--- src/rtl/lpc_pkg.sv ---
package lpc_pkg;
  // role of a bank: the one being written in the current line
  typedef enum logic {BANK_A = 1'b0, BANK_B = 1'b1} bank_e;

  function automatic bank_e other_bank(bank_e b);
    return (b == BANK_A) ? BANK_B : BANK_A;
  endfunction
endpackage

--- src/rtl/lpc_tick_counter.sv ---
module lpc_tick_counter #(
  parameter int LINE_LEN = 600,
  localparam int CW = $clog2(LINE_LEN)
) (
  input  logic          clk,
  input  logic          rst,
  input  logic          line_start,
  output logic [CW-1:0] tick
);
  always_ff @(posedge clk) begin
    if (rst || line_start)
      tick <= '0;
    else if (tick == CW'(LINE_LEN - 1))
      tick <= '0;
    else
      tick <= tick + CW'(1);
  end
endmodule

--- src/rtl/lpc_capture.sv ---
module lpc_capture #(
  parameter int LINE_LEN   = 600,
  parameter int ACTIVE_LEN = 512,
  parameter int DEPTH      = 32,
  localparam int CW    = $clog2(LINE_LEN),
  localparam int POS_W = $clog2(ACTIVE_LEN),
  localparam int AW    = $clog2(DEPTH),
  localparam int NW    = $clog2(DEPTH + 1)
) (
  input  logic             clk,
  input  logic             rst,
  input  logic             line_start,
  input  logic             video,
  input  logic [CW-1:0]    tick,
  output logic             wr_en,
  output logic [AW-1:0]    wr_idx,
  output logic [POS_W-1:0] wr_pos,
  output logic [NW-1:0]    fill,
  output logic             ovf
);
  logic vid_q;
  logic rise, take, full;

  always_ff @(posedge clk) begin
    if (rst) vid_q <= 1'b0;
    else     vid_q <= video;
  end

  assign rise   = video & ~vid_q;
  assign take   = rise & ~line_start & (tick < CW'(ACTIVE_LEN));
  assign full   = (fill == NW'(DEPTH));
  assign wr_en  = take & ~full;
  assign wr_idx = fill[AW-1:0];
  assign wr_pos = tick[POS_W-1:0];

  always_ff @(posedge clk) begin
    if (rst || line_start) begin
      fill <= '0;
      ovf  <= 1'b0;
    end else if (take) begin
      if (full) ovf  <= 1'b1;
      else      fill <= fill + NW'(1);
    end
  end
endmodule

--- src/rtl/lpc_bank.sv ---
module lpc_bank #(
  parameter int DEPTH = 32,
  parameter int POS_W = 9,
  localparam int AW = $clog2(DEPTH)
) (
  input  logic             clk,
  input  logic             we,
  input  logic [AW-1:0]    waddr,
  input  logic [POS_W-1:0] wdata,
  input  logic [AW-1:0]    raddr,
  output logic [POS_W-1:0] rdata
);
  logic [POS_W-1:0] mem [DEPTH];

  always_ff @(posedge clk) begin
    if (we) mem[waddr] <= wdata;
  end

  assign rdata = mem[raddr];
endmodule

--- src/rtl/lpc_playback.sv ---
module lpc_playback #(
  parameter int LINE_LEN   = 600,
  parameter int ACTIVE_LEN = 512,
  parameter int DEPTH      = 32,
  localparam int CW    = $clog2(LINE_LEN),
  localparam int POS_W = $clog2(ACTIVE_LEN),
  localparam int NW    = $clog2(DEPTH + 1)
) (
  input  logic             clk,
  input  logic             rst,
  input  logic             line_start,
  input  logic [CW-1:0]    tick,
  input  logic [NW-1:0]    fill_in,
  input  logic [POS_W-1:0] rd_pos,
  output logic [NW-1:0]    play_ptr,
  output logic [NW-1:0]    play_len,
  output logic             dot
);
  logic [CW-1:0] pos_ext;
  logic          hit;

  assign pos_ext = CW'(rd_pos);
  assign hit     = (play_ptr < play_len) & ~line_start & (tick == pos_ext);

  always_ff @(posedge clk) begin
    if (rst) begin
      play_ptr <= '0;
      play_len <= '0;
      dot      <= 1'b0;
    end else begin
      dot <= hit;
      if (line_start) begin
        play_ptr <= '0;
        play_len <= fill_in;
      end else if (hit) begin
        play_ptr <= play_ptr + NW'(1);
      end
    end
  end
endmodule

--- src/rtl/lpc_line_codec.sv ---
module lpc_line_codec
  import lpc_pkg::*;
#(
  parameter int LINE_LEN   = 600,
  parameter int ACTIVE_LEN = 512,
  parameter int DEPTH      = 32
) (
  input  logic clk,
  input  logic rst,
  input  logic line_start,
  input  logic video,
  output logic dot,
  output logic ovf
);
  localparam int CW    = $clog2(LINE_LEN);
  localparam int POS_W = $clog2(ACTIVE_LEN);
  localparam int AW    = $clog2(DEPTH);
  localparam int NW    = $clog2(DEPTH + 1);

  logic [CW-1:0]    tick;
  logic             wr_en;
  logic [AW-1:0]    wr_idx;
  logic [POS_W-1:0] wr_pos;
  logic [NW-1:0]    fill;
  logic [NW-1:0]    play_ptr, play_len;
  logic [POS_W-1:0] bank_rd [2];
  logic [POS_W-1:0] rd_pos;
  bank_e            wr_bank;

  always_ff @(posedge clk) begin
    if (rst)             wr_bank <= BANK_A;
    else if (line_start) wr_bank <= other_bank(wr_bank);
  end

  lpc_tick_counter #(.LINE_LEN(LINE_LEN)) u_tick (
    .clk(clk), .rst(rst), .line_start(line_start), .tick(tick)
  );

  lpc_capture #(.LINE_LEN(LINE_LEN), .ACTIVE_LEN(ACTIVE_LEN), .DEPTH(DEPTH)) u_cap (
    .clk(clk), .rst(rst), .line_start(line_start), .video(video), .tick(tick),
    .wr_en(wr_en), .wr_idx(wr_idx), .wr_pos(wr_pos), .fill(fill), .ovf(ovf)
  );

  for (genvar b = 0; b < 2; b++) begin : g_bank
    logic we_b;
    assign we_b = wr_en & (wr_bank == bank_e'(b));
    lpc_bank #(.DEPTH(DEPTH), .POS_W(POS_W)) u_bank (
      .clk(clk), .we(we_b), .waddr(wr_idx), .wdata(wr_pos),
      .raddr(play_ptr[AW-1:0]), .rdata(bank_rd[b])
    );
  end

  // playback reads the bank not being written
  assign rd_pos = bank_rd[other_bank(wr_bank)];

  lpc_playback #(.LINE_LEN(LINE_LEN), .ACTIVE_LEN(ACTIVE_LEN), .DEPTH(DEPTH)) u_play (
    .clk(clk), .rst(rst), .line_start(line_start), .tick(tick), .fill_in(fill),
    .rd_pos(rd_pos), .play_ptr(play_ptr), .play_len(play_len), .dot(dot)
  );
endmodule

--- config.mk ---
export PLATFORM = sky130hd
export DESIGN_NAME = lpc_line_codec
export DESIGN_NICKNAME = d
export VERILOG_FILES = /design/src/rtl/lpc_pkg.sv /design/src/rtl/lpc_tick_counter.sv /design/src/rtl/lpc_capture.sv /design/src/rtl/lpc_bank.sv /design/src/rtl/lpc_playback.sv /design/src/rtl/lpc_line_codec.sv
export SDC_FILE = /design/constraint.sdc
export NUM_CORES = 1
export LEC_CHECK = 0
export BUFFER_PORTS_ARGS = -buffer_cell sky130_fd_sc_hd__clkbuf_2
export CORE_ASPECT_RATIO = 0.8
export CORE_UTILIZATION = 40
export DETAILED_ROUTE_END_ITERATION = 12
export PLACE_DENSITY = 0.56
export SLEW_MARGIN = 25
export SYNTH_ARGS = -nofsm -noshare
export SYNTH_HDL_FRONTEND = slang
export SYNTH_HIERARCHICAL = 1
export SYNTH_SLANG_ARGS = --single-unit
--- constraint.sdc ---
create_clock -name clk -period 4.53 [get_ports clk]
set_clock_uncertainty 0.05 [all_clocks]
set_input_delay 0.906 -clock clk [delete_from_list [all_inputs] [get_ports clk]]
set_output_delay 0.906 -clock clk [all_outputs]
set_load 0.1 [all_outputs]
==> impl_metrics.csv <==
group,metric,value,unit
grt,grt_start_max_net_pins,72,
synth,yosysWarnings,6,
pwr,p_int,0.00884,W
floorplanning,die_y,222,microns
grt,grt_overflow,0,
synth,ys_ff_latch,608,
run,max_cap_viol_count,0,
synth,synth_top_area_share,71.5,%
grt,grt_pass1_vias,11500,
worst_setup_path,required,5.02,ns
pwr,combPwrFrac,0.8,%
timing,fin_ws,0.510,ns
floorplanning,die_area,61400,sq um
final_layout,n_antenna_cell,0,
final_layout,syn_to_final_growth,13.9,%
timing,max_slew_margin,35.1,%
route,ant_nets,0,
run_status,outcome,"finished, final reports clean",
synth,seq_area_frac_synth,74.2,%
timing,fin_crit,4.02,ns
floorplanning,io_pins,6,
worst_setup_path,critPathLaunchType,"register",
floorplanning,num_rows,80,
synth,synth.distinct_cells,53,
route,drtIter0Drc,1054,
pwr,switching_power,0.00213,W
clocking,tritoncts,"yes",
clocking,h-tree-depth,2,
route,post_drt_via_cell_ratio,5.62,
timing,rsz0062_at_grt,"false",
route,drt_pass1_iterations,5,
clocking,cts_resized,0,
clocking,cts_root_buf,"clkbuf_16",
timing,fin_setup_tns,0,ns
pwr,seq_power_share,55.6,%
placed_design,place_ws,0.526,ns
timing,setup_viol,0,
synth,synthArstFlopShare,0,%
timing,fmax,0.249,GHz
synth,syn_nets,1130,
pwr,switching_share,19.4,%
floorplanning,core-area,59700,sq um
clocking,cts-buffers-inserted,58,
route,remaining_drc_errors,0,
pwr,p_per_area,398,nW/um^2
timing,slew_violations,0,
synth,synth_area_leader_cell,"edfxtp_1",
placed_design,placed_area,25700,sq um
worst_setup_path,path_max_fanout,27,
placed_design,portBuffers,5,
clocking,cts_setup_buffers,0,
final_layout,final_area,27500,sq um
synth,synthFlopType,"edfxtp_1",
synth,synth_area_per_cell,21.7,sq um
grt,antenna_found_initial,5,
clocking,ctsHoldBuffers,0,
hold_path,hold_path_class,"reg2reg",
worst_setup_path,ff2ff_path_depth,11,
hold_path,holdPathStages,2,
timing,hold_viol,0,
clocking,ctsLongestPathBuffers,3,
timing,finalCritPeriodShare,88.7,%
timing,worst_slew_pin_slew,0.972,ns
route,post_drt_wl_per_cell,26.7,microns
pwr,p_leak,8.47,nW
synth,syn_inst,1116,
pwr,ir_drop,0.000260,V
route,finalWirelength,54500,microns
pwr,pwr-share-clk,43.6,%
grt,track_usage,18.1,%
floorplanning,start_util,40.5,%
synth,synth_area,24200,sq um
placed_design,gp_congestion,0.777,
placed_design,hpwl,33200,microns
synth,synth.area.top_cells,"edfxtp_1 72%, mux4_2 17%, dfxtp_1 2.6%, nor2_1 1.3%, mux2_2 0.93%",
final_layout,drive_above_1_share,33.3,%
clocking,clkLatencyLatePin,0.61,ns
floorplanning,die_x,277,microns
worst_setup_path,crit_type,"reg2reg",
clocking,cts.sinks,608,
route,vias,11500,
grt,grt_pass1_wl,80500,microns
worst_setup_path,critPathArrivalTime,4.51,ns
final_layout,nets,1229,
synth,synth_common_cells,"576 x edfxtp_1, 180 x mux4_2, 82 x nor2_1",
synth,synth.most_common_cell,"edfxtp_1",
synth,synth_edf_count,576,
worst_setup_path,end_kind,"register",
clocking,clkTransAtPathRegs,0.06,ns
## metal layers
metal	GRT usage, %	part of all wire, %
met1	28.0	46
met2	26.0	44
met3	3.80	7.8
met4	4.59	1.8
met5	0	0.040
## cell type report
cell class	count	area, sq um
multi-input cells	436	5840
repair buffers	100	863
clock buffers	80	1590
clock inverters	27	268
well taps	779	975
inverters	11	41.3
fillers	4956	32100
flip-flops and latches	608	18000
## worst max-delay path, cell delays in order (launching register included)
cell	delay, ns
dfxtp_4	0.44
buf_4	0.22
buf_12	0.26
mux4_2	0.53
mux4_2	0.47
mux2_2	0.30
mux2_4	0.28
xor2_1	0.19
nor4_4	0.29
nand4_2	0.24
or4_1	0.52
a21boi_1	0.15
## per-stage QoR
stage / hold WS [ns] / utilization (%) / total power, W / std cells
final: 0.446 / 46.1 / 0.0110 / 2041
after global routing: 0.476 / 46.1 / 0.0113 / 2041
after CTS: 0.453 / 46.1 / 0.0111 / 2041
after detailed placement: 0.438 / 43.0 / 0.00631 / 1934
after global placement: 0.423 / 43.0 / 0.00631 / 1934
after floorplan: 0.405 / - / 0.00627 / 1116
## flip-flops by register name, indices dropped and copies added (netlist names)
register and count:
u_play/dot 1, wr_bank 1, u_play/play_ptr 6, g_bank.u_bank/mem 576, u_cap/fill 6, u_tick/tick 10
u_play/play_len 6, u_cap/vid_q 1, u_cap/ovf 1
## cell families after synthesis
| group | count (synthesis) | share of synthesized area, % |
|---|---|---|
| multiplexers | 218 | 18.6 |
| flip-flops | 608 | 74.2 |
| buffers and inverters | 72 | 1.66 |
| XOR/XNOR | 14 | 0.507 |
| AO/OA/AOI/OAI | 30 | 1.00 |
| AND/OR/NAND/NOR | 164 | 3.52 |
| adder cells (fa/ha/maj) | 10 | 0.518 |
## placed cells by master (no fill, tap or decap), drive strengths merged, types with 5 or more instances in the layout
master and instances:
mux2i 11, ha 10, or3 11, clkinv 20, inv 12, edfxtp 576, nand4 11, nor2 82
dfxtp 32, nand2 15, or3b 6, bufinv 5, mux4 180, xnor2 8, o31ai 6, nand3 9
mux2 27, nand3b 10, buf 95, a21oi 8, xor2 6, clkbuf 85
## power groups by stage
stage / clock [W] / sequential, W / combinational [W]
floorplan: 0 / 0.00620 / 0.0000715
global placement: 0 / 0.00622 / 0.0000913
detailed placement: 0 / 0.00622 / 0.0000922
CTS: 0.00488 / 0.00610 / 0.0000924
global route: 0.00509 / 0.00610 / 0.0000993
finish: 0.00478 / 0.00610 / 0.0000922
## path summary, 6_finish.rpt
| path | start | endpoint | slack (ns) |
|---|---|---|---|
| setup / recovery | u_play/play_ptr[0] | u_play/play_ptr[5] | 0.51 |
| hold / removal | u_play/play_len[0] | u_play/play_len[0] | 0.45 |
| setup reg to reg | u_play/play_ptr[0] | u_play/play_ptr[5] | 0.51 |
| hold reg to reg | u_play/play_len[0] | u_play/play_len[0] | 0.45 |
No activity file was read; power rests on OpenSTA's default activity.
